File: config.mk
export PLATFORM = sky130hd
export DESIGN_NAME = mbox_ctrl
export DESIGN_NICKNAME = d
export VERILOG_FILES = /design/src/rtl/mbox_pkg.sv /design/src/rtl/mbox_fifo.sv /design/src/rtl/mbox_user_irq.sv /design/src/rtl/mbox_ctrl.sv
export SDC_FILE = /design/constraint.sdc
export NUM_CORES = 1
export LEC_CHECK = 0
export ABC_AREA = 0
export BUFFER_PORTS_ARGS = -buffer_cell sky130_fd_sc_hd__buf_2
export CAP_MARGIN = 20
export CELL_PAD_IN_SITES_DETAIL_PLACEMENT = 1
export CELL_PAD_IN_SITES_GLOBAL_PLACEMENT = 1
export CORE_MARGIN = 2
export CORE_UTILIZATION = 49
export CTS_CLUSTER_SIZE = 16
export DETAILED_ROUTE_END_ITERATION = 10
export GPL_TIMING_DRIVEN = 0
export PLACE_DENSITY_LB_ADDON = 0.1
export SLEW_MARGIN = 30
export SYNTH_ARGS = -nofsm -noshare
export SYNTH_HDL_FRONTEND = slang
export SYNTH_HIERARCHICAL = 1
export SYNTH_SLANG_ARGS = --single-unit
File: constraint.sdc
create_clock -name clk_i -period 3.3 [get_ports clk_i]
set_input_delay 0.99 -clock clk_i [delete_from_list [all_inputs] [get_ports clk_i]]
set_output_delay 0.99 -clock clk_i [all_outputs]
set_load 0.01 [all_outputs]
File: src/rtl/mbox_pkg.sv
package mbox_pkg;

  typedef enum logic {
    LAYOUT_LEGACY = 1'b0,
    LAYOUT_SPLIT  = 1'b1
  } irq_layout_e;

  localparam int unsigned REV_OFF   = 'h000;
  localparam int unsigned MSG_BASE  = 'h040;
  localparam int unsigned FULL_BASE = 'h080;
  localparam int unsigned CNT_BASE  = 'h0C0;

  function automatic int unsigned stat_off(irq_layout_e l, int unsigned u);
    return (l == LAYOUT_SPLIT) ? ('h104 + 'h10 * u) : ('h100 + 8 * u);
  endfunction

  function automatic int unsigned en_off(irq_layout_e l, int unsigned u);
    return (l == LAYOUT_SPLIT) ? ('h108 + 'h10 * u) : ('h104 + 8 * u);
  endfunction

  function automatic int unsigned clr_off(int unsigned u);
    return 'h10C + 'h10 * u;
  endfunction

endpackage

File: src/rtl/mbox_fifo.sv
module mbox_fifo #(
  parameter int DW    = 32,
  parameter int DEPTH = 4,
  localparam int PW   = (DEPTH > 1) ? $clog2(DEPTH) : 1,
  localparam int CW   = $clog2(DEPTH + 1)
) (
  input  logic          clk_i,
  input  logic          rst_ni,
  input  logic          push_i,
  input  logic          pop_i,
  input  logic [DW-1:0] wdata_i,
  output logic [DW-1:0] rdata_o,
  output logic [CW-1:0] count_o,
  output logic          full_o,
  output logic          empty_o,
  output logic          new_msg_o,
  output logic          not_full_o
);

  logic [DW-1:0] mem_q [DEPTH];
  logic [PW-1:0] wr_ptr_q, rd_ptr_q;
  logic [CW-1:0] cnt_q;
  logic          do_push, do_pop;

  assign full_o     = (cnt_q == CW'(DEPTH));
  assign empty_o    = (cnt_q == '0);
  assign do_push    = push_i && !full_o;
  assign do_pop     = pop_i && !empty_o;
  assign new_msg_o  = do_push && empty_o;
  assign not_full_o = do_pop && full_o;
  assign count_o    = cnt_q;
  assign rdata_o    = empty_o ? '0 : mem_q[rd_ptr_q];

  function automatic logic [PW-1:0] ptr_inc(logic [PW-1:0] p);
    return (p == PW'(DEPTH - 1)) ? '0 : p + 1'b1;
  endfunction

  always_ff @(posedge clk_i) begin
    if (do_push) mem_q[wr_ptr_q] <= wdata_i;
  end

  always_ff @(posedge clk_i or negedge rst_ni) begin
    if (!rst_ni) begin
      wr_ptr_q <= '0;
      rd_ptr_q <= '0;
      cnt_q    <= '0;
    end else begin
      if (do_push) wr_ptr_q <= ptr_inc(wr_ptr_q);
      if (do_pop)  rd_ptr_q <= ptr_inc(rd_ptr_q);
      case ({do_push, do_pop})
        2'b10:   cnt_q <= cnt_q + 1'b1;
        2'b01:   cnt_q <= cnt_q - 1'b1;
        default: cnt_q <= cnt_q;
      endcase
    end
  end

  p_no_overflow_r3: assert property (@(posedge clk_i) disable iff (!rst_ni)
    cnt_q <= CW'(DEPTH));
  p_drop_full_r3: assert property (@(posedge clk_i) disable iff (!rst_ni)
    full_o && push_i && !pop_i |=> full_o);
  p_empty_read_r3: assert property (@(posedge clk_i) disable iff (!rst_ni)
    empty_o && pop_i && !push_i |=> empty_o);
  p_new_msg_r6: assert property (@(posedge clk_i) disable iff (!rst_ni)
    new_msg_o |=> count_o == CW'(1));
  p_not_full_r7: assert property (@(posedge clk_i) disable iff (!rst_ni)
    not_full_o |=> count_o == CW'(DEPTH - 1));

endmodule

File: src/rtl/mbox_user_irq.sv
module mbox_user_irq #(
  parameter int NB = 8
) (
  input  logic          clk_i,
  input  logic          rst_ni,
  input  logic [NB-1:0] set_i,
  input  logic          stat_clr_we_i,
  input  logic          en_wr_we_i,
  input  logic          en_set_we_i,
  input  logic          en_clr_we_i,
  input  logic [NB-1:0] wdata_i,
  output logic [NB-1:0] stat_o,
  output logic [NB-1:0] en_o,
  output logic          irq_o
);

  logic [NB-1:0] stat_q, en_q, stat_d, en_d;
  logic          irq_q;

  always_comb begin
    // a new event in the acknowledge cycle stays latched
    stat_d = (stat_q & ~(stat_clr_we_i ? wdata_i : '0)) | set_i;
    en_d   = en_q;
    if (en_wr_we_i)       en_d = wdata_i;
    else if (en_set_we_i) en_d = en_q | wdata_i;
    else if (en_clr_we_i) en_d = en_q & ~wdata_i;
  end

  always_ff @(posedge clk_i or negedge rst_ni) begin
    if (!rst_ni) begin
      stat_q <= '0;
      en_q   <= '0;
      irq_q  <= 1'b0;
    end else begin
      stat_q <= stat_d;
      en_q   <= en_d;
      irq_q  <= |(stat_q & en_q);
    end
  end

  assign stat_o = stat_q;
  assign en_o   = en_q;
  assign irq_o  = irq_q;

  p_w1c_r8: assert property (@(posedge clk_i) disable iff (!rst_ni)
    stat_clr_we_i && (set_i == '0) |=> (stat_o & $past(wdata_i)) == '0);
  p_en_clr_r10: assert property (@(posedge clk_i) disable iff (!rst_ni)
    en_clr_we_i && !en_wr_we_i && !en_set_we_i |=> (en_o & $past(wdata_i)) == '0);
  p_irq_high_r9: assert property (@(posedge clk_i) disable iff (!rst_ni)
    (stat_o & en_o) != '0 |=> irq_o);
  p_irq_low_r9: assert property (@(posedge clk_i) disable iff (!rst_ni)
    (stat_o & en_o) == '0 |=> !irq_o);

endmodule

File: src/rtl/mbox_ctrl.sv
module mbox_ctrl #(
  parameter int                    DW     = 32,
  parameter int                    AW     = 12,
  parameter int                    N_FIFO = 4,
  parameter int                    N_USER = 2,
  parameter int                    DEPTH  = 4,
  parameter logic [31:0]           REV_ID = 32'h0000_0400,
  parameter mbox_pkg::irq_layout_e LAYOUT = mbox_pkg::LAYOUT_SPLIT,
  localparam int NB = 2 * N_FIFO,
  localparam int CW = $clog2(DEPTH + 1)
) (
  input  logic              clk_i,
  input  logic              rst_ni,
  input  logic [AW-1:0]     addr_i,
  input  logic              we_i,
  input  logic [DW-1:0]     wdata_i,
  input  logic              re_i,
  output logic [DW-1:0]     rdata_o,
  output logic [N_USER-1:0] irq_o
);
  import mbox_pkg::*;

  logic [N_FIFO-1:0] msg_hit, push, pop, full, empty, new_msg, not_full;
  logic [DW-1:0]     fifo_rd [N_FIFO];
  logic [CW-1:0]     cnt     [N_FIFO];
  logic [NB-1:0]     ev_set;
  logic [NB-1:0]     stat    [N_USER];
  logic [NB-1:0]     en      [N_USER];
  logic [N_USER-1:0] stat_hit, en_hit, clr_hit;
  int unsigned       addr_w;

  assign addr_w = int'(addr_i);

  for (genvar m = 0; m < N_FIFO; m++) begin : g_fifo
    assign msg_hit[m] = (addr_w == MSG_BASE + 4 * m);
    assign push[m]    = we_i && msg_hit[m];
    assign pop[m]     = re_i && !we_i && msg_hit[m];
    assign ev_set[2*m]   = new_msg[m];
    assign ev_set[2*m+1] = not_full[m];

    mbox_fifo #(.DW(DW), .DEPTH(DEPTH)) u_fifo (
      .clk_i      (clk_i),
      .rst_ni     (rst_ni),
      .push_i     (push[m]),
      .pop_i      (pop[m]),
      .wdata_i    (wdata_i),
      .rdata_o    (fifo_rd[m]),
      .count_o    (cnt[m]),
      .full_o     (full[m]),
      .empty_o    (empty[m]),
      .new_msg_o  (new_msg[m]),
      .not_full_o (not_full[m])
    );
  end

  for (genvar u = 0; u < N_USER; u++) begin : g_user
    logic en_wr_we, en_set_we, en_clr_we;

    assign stat_hit[u] = (addr_w == stat_off(LAYOUT, u));
    assign en_hit[u]   = (addr_w == en_off(LAYOUT, u));

    if (LAYOUT == LAYOUT_SPLIT) begin : g_split
      assign clr_hit[u] = (addr_w == clr_off(u));
      assign en_wr_we   = 1'b0;
      assign en_set_we  = we_i && en_hit[u];
      assign en_clr_we  = we_i && clr_hit[u];
    end else begin : g_legacy
      assign clr_hit[u] = 1'b0;
      assign en_wr_we   = we_i && en_hit[u];
      assign en_set_we  = 1'b0;
      assign en_clr_we  = 1'b0;
    end

    mbox_user_irq #(.NB(NB)) u_irq (
      .clk_i         (clk_i),
      .rst_ni        (rst_ni),
      .set_i         (ev_set),
      .stat_clr_we_i (we_i && stat_hit[u]),
      .en_wr_we_i    (en_wr_we),
      .en_set_we_i   (en_set_we),
      .en_clr_we_i   (en_clr_we),
      .wdata_i       (wdata_i[NB-1:0]),
      .stat_o        (stat[u]),
      .en_o          (en[u]),
      .irq_o         (irq_o[u])
    );
  end

  always_comb begin
    rdata_o = '0;
    if (addr_w == REV_OFF) rdata_o = DW'(REV_ID);
    for (int m = 0; m < N_FIFO; m++) begin
      if (msg_hit[m])                        rdata_o = fifo_rd[m];
      if (addr_w == FULL_BASE + 4 * m)       rdata_o = DW'(full[m]);
      if (addr_w == CNT_BASE + 4 * m)        rdata_o = DW'(cnt[m]);
    end
    for (int u = 0; u < N_USER; u++) begin
      if (stat_hit[u])              rdata_o = DW'(stat[u]);
      if (en_hit[u] || clr_hit[u])  rdata_o = DW'(en[u]);
    end
  end

  p_pop_one_hot_r2: assert property (@(posedge clk_i) disable iff (!rst_ni)
    $onehot0(pop | push));
  p_empty_rd_zero_r3: assert property (@(posedge clk_i) disable iff (!rst_ni)
    (msg_hit & empty) != '0 |-> rdata_o == '0);

endmodule

; Word level (Yosys, flattened, before mapping)
; Memories as Yosys holds them, arrays and structs flattened.
; Index checks and enable logic that the tools add are counted.
[op_classes]
addsub = 16
eq_ne = 38
mux = 47
n_bitwise = 13
reduce_logical = 55
[ops]
columns = op, count
row1 = $mux W32, 20
row2 = $eq A12 B8 Y1 const B, 8
row3 = $eq A12 B9 Y1 const B, 6
row4 = $and A8 B8 Y8, 6
row5 = $eq A12 B7 Y1 const B, 4
row6 = $mux W8, 6
row7 = $logic_not A32 Y1, 1
row8 = $or A8 B8 Y8, 4
row9 = $logic_and A1 B1 Y1, 31
row10 = $eq A2 B2 Y1 const B, 12
row11 = $not A8 Y8, 3
row12 = $pmux W3 S2, 4
row13 = $add A2 B1 Y2 const B, 8
row14 = $mux W2, 8
row15 = $reduce_or A8 Y1, 2
row16 = $add A3 B1 Y3 const B, 4
row17 = $eq A3 B3 Y1 const B, 4
row18 = $logic_not A3 Y1, 4
row19 = $reduce_bool A2 Y1, 6
row20 = $sub A3 B1 Y3 const B, 4
row21 = $mux W11, 1
row22 = $logic_not A1 Y1, 9
row23 = $eq A2 B1 Y1 const B, 4
row24 = $mux W1, 8
row25 = $logic_or A1 B1 Y1, 2
[totals]
register_bits = 62
ram_bits = 512
output_inout_bits = 34
wordCells = 191
mem_count = 4
[mem_list]
columns = name, depth, width, rd, rd_clocked_by_memory_dff, write_ports, line_no
row1 = g_fifo[0].u_fifo.mem_q, 4, 32, 1, 0, 1, mbox_fifo.sv:20  ; logic [DW-1:0] mem_q [DEPTH];
row2 = g_fifo[1].u_fifo.mem_q, 4, 32, 1, 0, 1, mbox_fifo.sv:20
row3 = g_fifo[2].u_fifo.mem_q, 4, 32, 1, 0, 1, mbox_fifo.sv:20
row4 = g_fifo[3].u_fifo.mem_q, 4, 32, 1, 0, 1, mbox_fifo.sv:20

; Longest topological paths before layout
; Gate-level depths: netlist of the first run.
[logic_depth]
ltp_word = 18
ltp_mapped = 15
ltp_nobuf = 12

; Cells and area by module
; Netlist of the first run, hierarchy kept.
[modules_own_cells]
columns = module, instances, cells_each, area_each_um2
row1 = mbox_fifo, 4, 244, 5376.4
row2 = mbox_ctrl, 1, 261, 1670.4
row3 = mbox_user_irq, 2, 59, 698.2

; Worst setup path before layout of the first run
; No wires, ideal clock.
[synth_path]
path_type = input port to flip-flop
from = in addr_i[9]
to = mem g_fifo[1].u_fifo.mem_q[3][0], enable pin
setup_ps = 392
arrival_ps = 3377
t_required_ps = 2908
setup_slack_ps = -469
stages = 8
path_cell_list = nor4_4 nand3_4 nor2_4 buf_4 buf_2 and2_1 nor2b_1 and2_1
[synth_via]
elab_chain_len = 5
[synth_rtl]
columns = element, line_no
row1 = "start, declared", mbox_ctrl.sv:14  ; input logic [AW-1:0] addr_i,
row2 = $eq A12 B7 Y1, mbox_ctrl.sv:35  ; assign msg_hit[m] = (addr_w == MSG_BASE + 4 * m);
row3 = $logic_and A1 B1 Y1, mbox_ctrl.sv:36  ; assign push[m] = we_i && msg_hit[m];
row4 = named net push[1], mbox_ctrl.sv:23  ; logic [N_FIFO-1:0] msg_hit, push, pop, full, empty, new_msg, not_full;
row5 = $logic_and A1 B1 Y1, mbox_fifo.sv:27  ; assign do_push = push_i && !full_o;
row6 = $mux W1, mbox_fifo.sv:39  ; if (do_push) mem_q[wr_ptr_q] <= wdata_i;
row7 = $mux W1 (not written as such), mbox_fifo.sv:39
row8 = "end, declared", mbox_fifo.sv:20
; The timed path passes the listed nets, and every way through them passes these cells.

==> flow_summary.json, run 1 <==
{
  "grtUsageMet3_pct": 4.10,
  "routedWlPerCell_um": 28.8,
  "p_leak_nw": 10.2,
  "drive_gt1_share_pct": 35.0,
  "vias": 13381,
  "setup-tns-final_ps": -14820,
  "powerDensity_nw_per_um2": 510,
  "wl_um": 65400,
  "rr_startpoint": "g_fifo[2].u_fifo/count_o[0]",
  "synth_seq_area_share_pct": 68.9,
  "yosysMostFrequentCell": "edfxtp_1",
  "core_um2": 49900,
  "num_rows": 82,
  "cts_tree": "done",
  "arrival_ps": 3100,
  "ant_nets": 0,
  "setup_ws_ps": -792,
  "required_ps": 2310,
  "use_met1_pct": 34.9,
  "overflow": 0,
  "holdCritPathClass": "input port to async pin",
  "syn-cell-area_um2": 24600,
  "synthArstFlopShare_pct": 10.8,
  "root_buffer": "clkbuf_16",
  "period_needed_ps": 4090,
  "gp_congestion": 0.909,
  "clkLatencyLatePin_ps": 630,
  "drc": 0,
  "dp_cells": 2111,
  "synth_flop_cell": "edfxtp_1",
  "synth_top_area_share_pct": 62.6,
  "antenna_found_initial": 1,
  "finalCritPeriodShare_pct": 124,
  "cts_sinks": 574,
  "cp_max_fo": 10,
  "fin_skew_ps": 31.3,
  "area.growth.synth_to_final_pct": 18.5,
  "final_cells": 2270,
  "preCtsSetupSlack_ps": -1070,
  "grt_max_degree": 47,
  "syn_avg_cell_area_um2": 18.1,
  "max-vdd-ir-drop_mv": 0.441,
  "routed_via_density": 5.89,
  "slew_violations": 0,
  "htreeDepth": 2,
  "nets": 1624,
  "use_met2_pct": 41.7,
  "postCtsHoldBufs": 0,
  "start_util_pct": 49.3,
  "start_kind": "flip-flop",
  "drtPass1Iterations": 5,
  "clk_pin_slew_ps": 60,
  "drtIter0Drc": 1156,
  "yosysTopAreaCell": "edfxtp_1",
  "diodes": 0,
  "die-area_um2": 52000,
  "port_buffers": 78,
  "fmax_mhz": 244,
  "synth_cell_types": 64,
  "status": "finished, violations left",
  "rsz0062_at_grt": "yes",
  "numCtsBuffers": 60,
  "cp-end-kind": "output pin",
  "setup-violations-final": 32,
  "tightest_slew_ps": 750,
  "ys_ff_latch": 574,
  "r2r_cells": 10,
  "fillCellCount": 4443,
  "yosysWarningCount": 6,
  "maxCapViolCount": 0,
  "grt_usage_pct": 25.3,
  "ys_top_cells_by_area": "edfxtp_1, mux4_2, dfrtp_1",
  "yosys-top-cells-count": "edfxtp_1, nor2b_1, mux4_2, nand2_1, a22oi_1",
  "utilization_pct": 58.4,
  "pin_count": 82,
  "grt_pass1_vias": 14206,
  "dpl_cell_area_um2": 26000,
  "hold_viol": 0,
  "die_h_um": 228,
  "grt_pass1_wl_um": 95700,
  "violations": "negative setup slack",
  "postSynthCellCount": 1355,
  "place.detailed.hpwl_um": 37700,
  "grt_busiest_layer": "met2",
  "synth_edf_count": 512,
  "worstSetupPathType": "flip-flop to output pin",
  "cts_buffer_depth": 3,
  "crit_start": "g_fifo[2].u_fifo/rd_ptr_q[0]",
  "postLayoutCellArea_um2": 29100,
  "maxSlewHeadroom_pct": 50.0,
  "die_w_um": 228
}
cells in the final DEF (no fill, tap or decap), types with 7 or more instances in the layout:
cell         n
edfxtp_1   512
buf_8        9
ha_1        23
and2_4      16
nor2_1      24
nor2b_4     37
buf_12      23
nand3_1     14
inv_1       29
buf_6       28
clkinv_1    13
mux2_2      16
o21ai_0      8
xor2_1       8
a22oi_2     31
and2_1      15
clkinv_2     9
nor2b_1     96
mux2i_1     10
dfrtp_1     58
clkbuf_1    23
a21o_1      16
clkbuf_16   64
a22o_1       7
a32o_1      14
mux4_2     119
mux4_1       9
nand2_1     67
a22oi_1     32
buf_2       92
buf_4       33
where the power goes:
part	total, W	internal (W)	switching (W)
sequential	0.00795	0.00793	0.0000237
clock	0.00660	0.00380	0.00280
combinational	0.000306	0.0000907	0.000216
layer usage:
metal  vias to the layer above  share of wire, %  wire (µm)
met4                         2               3.6       2350
met1                      7084                43      28300
met2                       407                48      31700
met5                         -             0.020         13
li1                       5758                 -          -
met3                       130               4.8       3140
stage by stage:
step / hold WS, ps / total power (W)
after floorplan: 472 / 0.00820
after global placement: 500 / 0.00837
after detailed placement: 509 / 0.00839
after CTS: 217 / 0.0149
after global routing: 232 / 0.0153
final: 234 / 0.0149
timing repair:
item,in CTS,in global routing
pin swaps,33,39
gates cloned,0,3
setup buffers,30,19
hold endpoints to repair,0,0
endpoints found under the setup margin,553,164
resized for setup,113,103
path summary, 6_finish.rpt:
check                                               endpoint  slack [ps]
worst min-delay path                               async pin         230
min in group clk_i                 g_user[1].u_irq/stat_o[1]         530
worst max register to register   g_fifo[2].u_fifo/count_o[2]         920
worst min register to register     g_user[1].u_irq/stat_o[1]         530
worst max-delay path                              rdata_o[7]        -790
max in group asynchronous       g_fifo[1].u_fifo/rd_ptr_q[1]        2500
registers in the layout (all words and copies together) (netlist names), named ones only:
| register | count |
|---|---|
| g_user.u_irq/irq_o | 2 |
| g_fifo.u_fifo/rd_ptr_q | 8 |
| g_user.u_irq/stat_o | 16 |
| g_fifo.u_fifo/count_o | 12 |
| g_fifo.u_fifo/mem_q | 512 |
| g_fifo.u_fifo/wr_ptr_q | 8 |
cells by family (layout without fill, tap and decap cells):
family | count (synthesis) | after routing | synth area share (%)
compound gates | 157 | 157 | 4.95
xor+xnor | 12 | 12 | 0.428
fa+ha+maj | 28 | 28 | 1.55
buf+inv | 106 | 344 | 2.81
flops | 574 | 574 | 68.9
mux | 155 | 155 | 13.2
other cells | 1 | 6 | 0.0153
simple gates | 322 | 322 | 8.21
area by class of cell:
type	instances	area, µm²	area share [%]
Buffer	71	762	2.62
Clock buffer	83	1620	5.56
Clock inverter	29	283	0.971
Inverter	30	113	0.387
Multi-Input combinational cell	680	7530	25.9
Sequential cell	574	16900	58.1
Tap cell	672	841	2.89
Timing Repair Buffer	131	1040	3.58
worst max-delay path, stage by stage (launching register included):
cell and delay (ps):
dfrtp_1 380, buf_8 130, buf_12 170, mux4_2 530, nor2b_1 170, nand2_1 90
nor2_1 70, a21oi_4 140, o41ai_2 90, a221oi_2 350, o22ai_1 170, buf_2 160
Power figures use the tool's default switching activity.
==> run 2: changes to the inputs <==
Settings changed: CORE_UTILIZATION 49 to 50, PLACE_DENSITY set to 0.71, PLACE_DENSITY_LB_ADDON 0.1 to not set.
Clock period 3.3 ns to 3.8 ns, I/O delays scaled along.
==> flow_summary.json, run 2 (synthesis results as in run 1) <==
{
  "status": "finished, violations left",
  "violations": "negative setup slack",
  "drive_gt1_share_pct": 32.7,
  "grt_pass1_vias": 14559,
  "root_buffer": "clkbuf_16",
  "final_cells": 2265,
  "diodes": 0,
  "antenna_found_initial": 1,
  "gp_congestion": 0.931,
  "holdCritPathClass": "input port to async pin",
  "drtPass1Iterations": 5,
  "drtIter0Drc": 1148,
  "hold_viol": 0,
  "grt_pass1_wl_um": 96300,
  "place.detailed.hpwl_um": 38800,
  "pwr-share-comb_pct": 2.1,
  "p_clk_share_pct": 44.8,
  "num_rows": 81,
  "p_leak_nw": 10.1,
  "max-vdd-ir-drop_mv": 0.387,
  "fmax_mhz": 238,
  "period_needed_ps": 4200,
  "powerDensity_nw_per_um2": 450,
  "routed_via_density": 6.04,
  "pin_count": 82,
  "cp-end-kind": "output pin",
  "maxSlewHeadroom_pct": 54.2,
  "core_um2": 48700,
  "start_util_pct": 50.4,
  "p_sw_w": 0.00267,
  "ant_nets": 0,
  "port_buffers": 78,
  "clk_pin_slew_ps": 60,
  "nets": 1628,
  "drc": 0,
  "setup_ws_ps": -398,
  "largest-register": "g_fifo.u_fifo/mem_q",
  "grt_usage_pct": 26.3,
  "tightest_slew_ps": 688,
  "fin_skew_ps": 29.3,
  "worstSetupPathType": "flip-flop to output pin",
  "rsz0062_at_grt": "yes",
  "slowest_delay_ps": 500,
  "largest_reg_flops": 512,
  "area.growth.synth_to_final_pct": 17.5,
  "dpl_cell_area_um2": 26000,
  "mostFrequentLayoutCells": "edfxtp_1, mux4_2, nor2b_1, buf_2, nand2_1",
  "dp_cells": 2108,
  "start_kind": "flip-flop",
  "routedWlPerCell_um": 28.7,
  "slew_violations": 0,
  "power_frac_seq_pct": 53.2,
  "required_ps": 2660,
  "power_w": 0.0130,
  "cp_max_fo": 6,
  "arrival_ps": 3060,
  "finalCritPeriodShare_pct": 110,
  "setup-tns-final_ps": -6980,
  "postLayoutCellArea_um2": 28900,
  "htreeDepth": 2,
  "clkLatencyLatePin_ps": 650,
  "mostFrequentLayoutCell": "edfxtp_1",
  "cts_buffer_depth": 3,
  "maxCapViolCount": 0,
  "overflow": 0,
  "grt_max_degree": 44,
  "numCtsBuffers": 61,
  "cpMaxStageDelayCell": "mux4_2",
  "die_w_um": 226,
  "path_cells": "buf_6, buf_12, mux4_2, nor2b_4, a22o_1, a222oi_1, a32o_2, o21ai_1, buf_2",
  "cts_tree": "done",
  "die_h_um": 226,
  "p_sw_share_pct": 20.5,
  "wl_um": 65000,
  "vias": 13680,
  "p_int_w": 0.0103,
  "die-area_um2": 50900,
  "setup-violations-final": 32,
  "cts_sinks": 574
}
run 2: worst max-delay path, delay by kind of cell (launching register included):
family / cells / cell delay, ps
AND/OR/NAND/NOR: 1 / 140
buffers and inverters: 3 / 420
AO/OA/AOI/OAI: 4 / 1000
multiplexers: 1 / 500
flip-flops: 1 / 360
run 2: final cells by class:
| class | count | area [µm²] |
|---|---|---|
| buffer | 71 | 754 |
| fill | 4316 | 19900 |
| tap | 664 | 831 |
| inverter | 30 | 113 |
| multi-input combinational | 680 | 7280 |
| clock buffer | 84 | 1640 |
| sequential | 574 | 16900 |
| timing repair buffer | 134 | 1010 |
| clock inverter | 28 | 303 |
run 2: through the flow:
step / util [%] / hold slack [ps] / worst slack [ps]
floorplan: - / 472 / 14.5
global placement: 53.0 / 491 / -1750
detailed placement: 53.3 / 501 / -1050
CTS: 59.0 / 384 / -382
global route: 59.2 / 407 / -469
finish: 59.2 / 402 / -398
run 2: path summary, 6_finish.rpt:
check / start / end / slack [ps] / depth (start not counted)
setup / recovery: g_fifo[3].u_fifo/rd_ptr_q[0] / rdata_o[6] / -400 / 9
hold reg to reg: g_user[1].u_irq/stat_o[1] / g_user[1].u_irq/stat_o[1] / 510 / 1
max in group asynchronous: rst_ni / g_fifo[1].u_fifo/rd_ptr_q[1] / 2850 / 2
min in group clk_i: g_user[1].u_irq/stat_o[1] / g_user[1].u_irq/stat_o[1] / 510 / 1
setup reg to reg: g_fifo[3].u_fifo/count_o[0] / g_fifo[3].u_fifo/count_o[2] / 1320 / 9
hold / removal: rst_ni / async pin / 400 / 1
run 2: timing repair:
item	in CTS	in global routing
resized for setup	140	19
setup endpoints to repair	294	32
gates cloned	1	1
pin swaps	39	16
setup buffers	39	11
hold buffers	0	0
run 2: routing by layer:
metal | routed length, µm | GRT usage, % | up-vias
met2 | 32600 | 44.4 | 461
met1 | 27000 | 35.1 | 7333
met3 | 3220 | 3.25 | 128
li1 | - | - | 5756
met4 | 2170 | 9.98 | 2
met5 | 14 | 0 | -
run 2: power by group through the flow:
stage | clock network, W | registers [W] | logic [W]
after floorplan | 0 | 0.00703 | 0.0000846
after detailed placement | 0 | 0.00704 | 0.000245
after CTS | 0.00590 | 0.00691 | 0.000263
after global placement | 0 | 0.00704 | 0.000226
after global routing | 0.00612 | 0.00691 | 0.000290
final | 0.00582 | 0.00691 | 0.000267
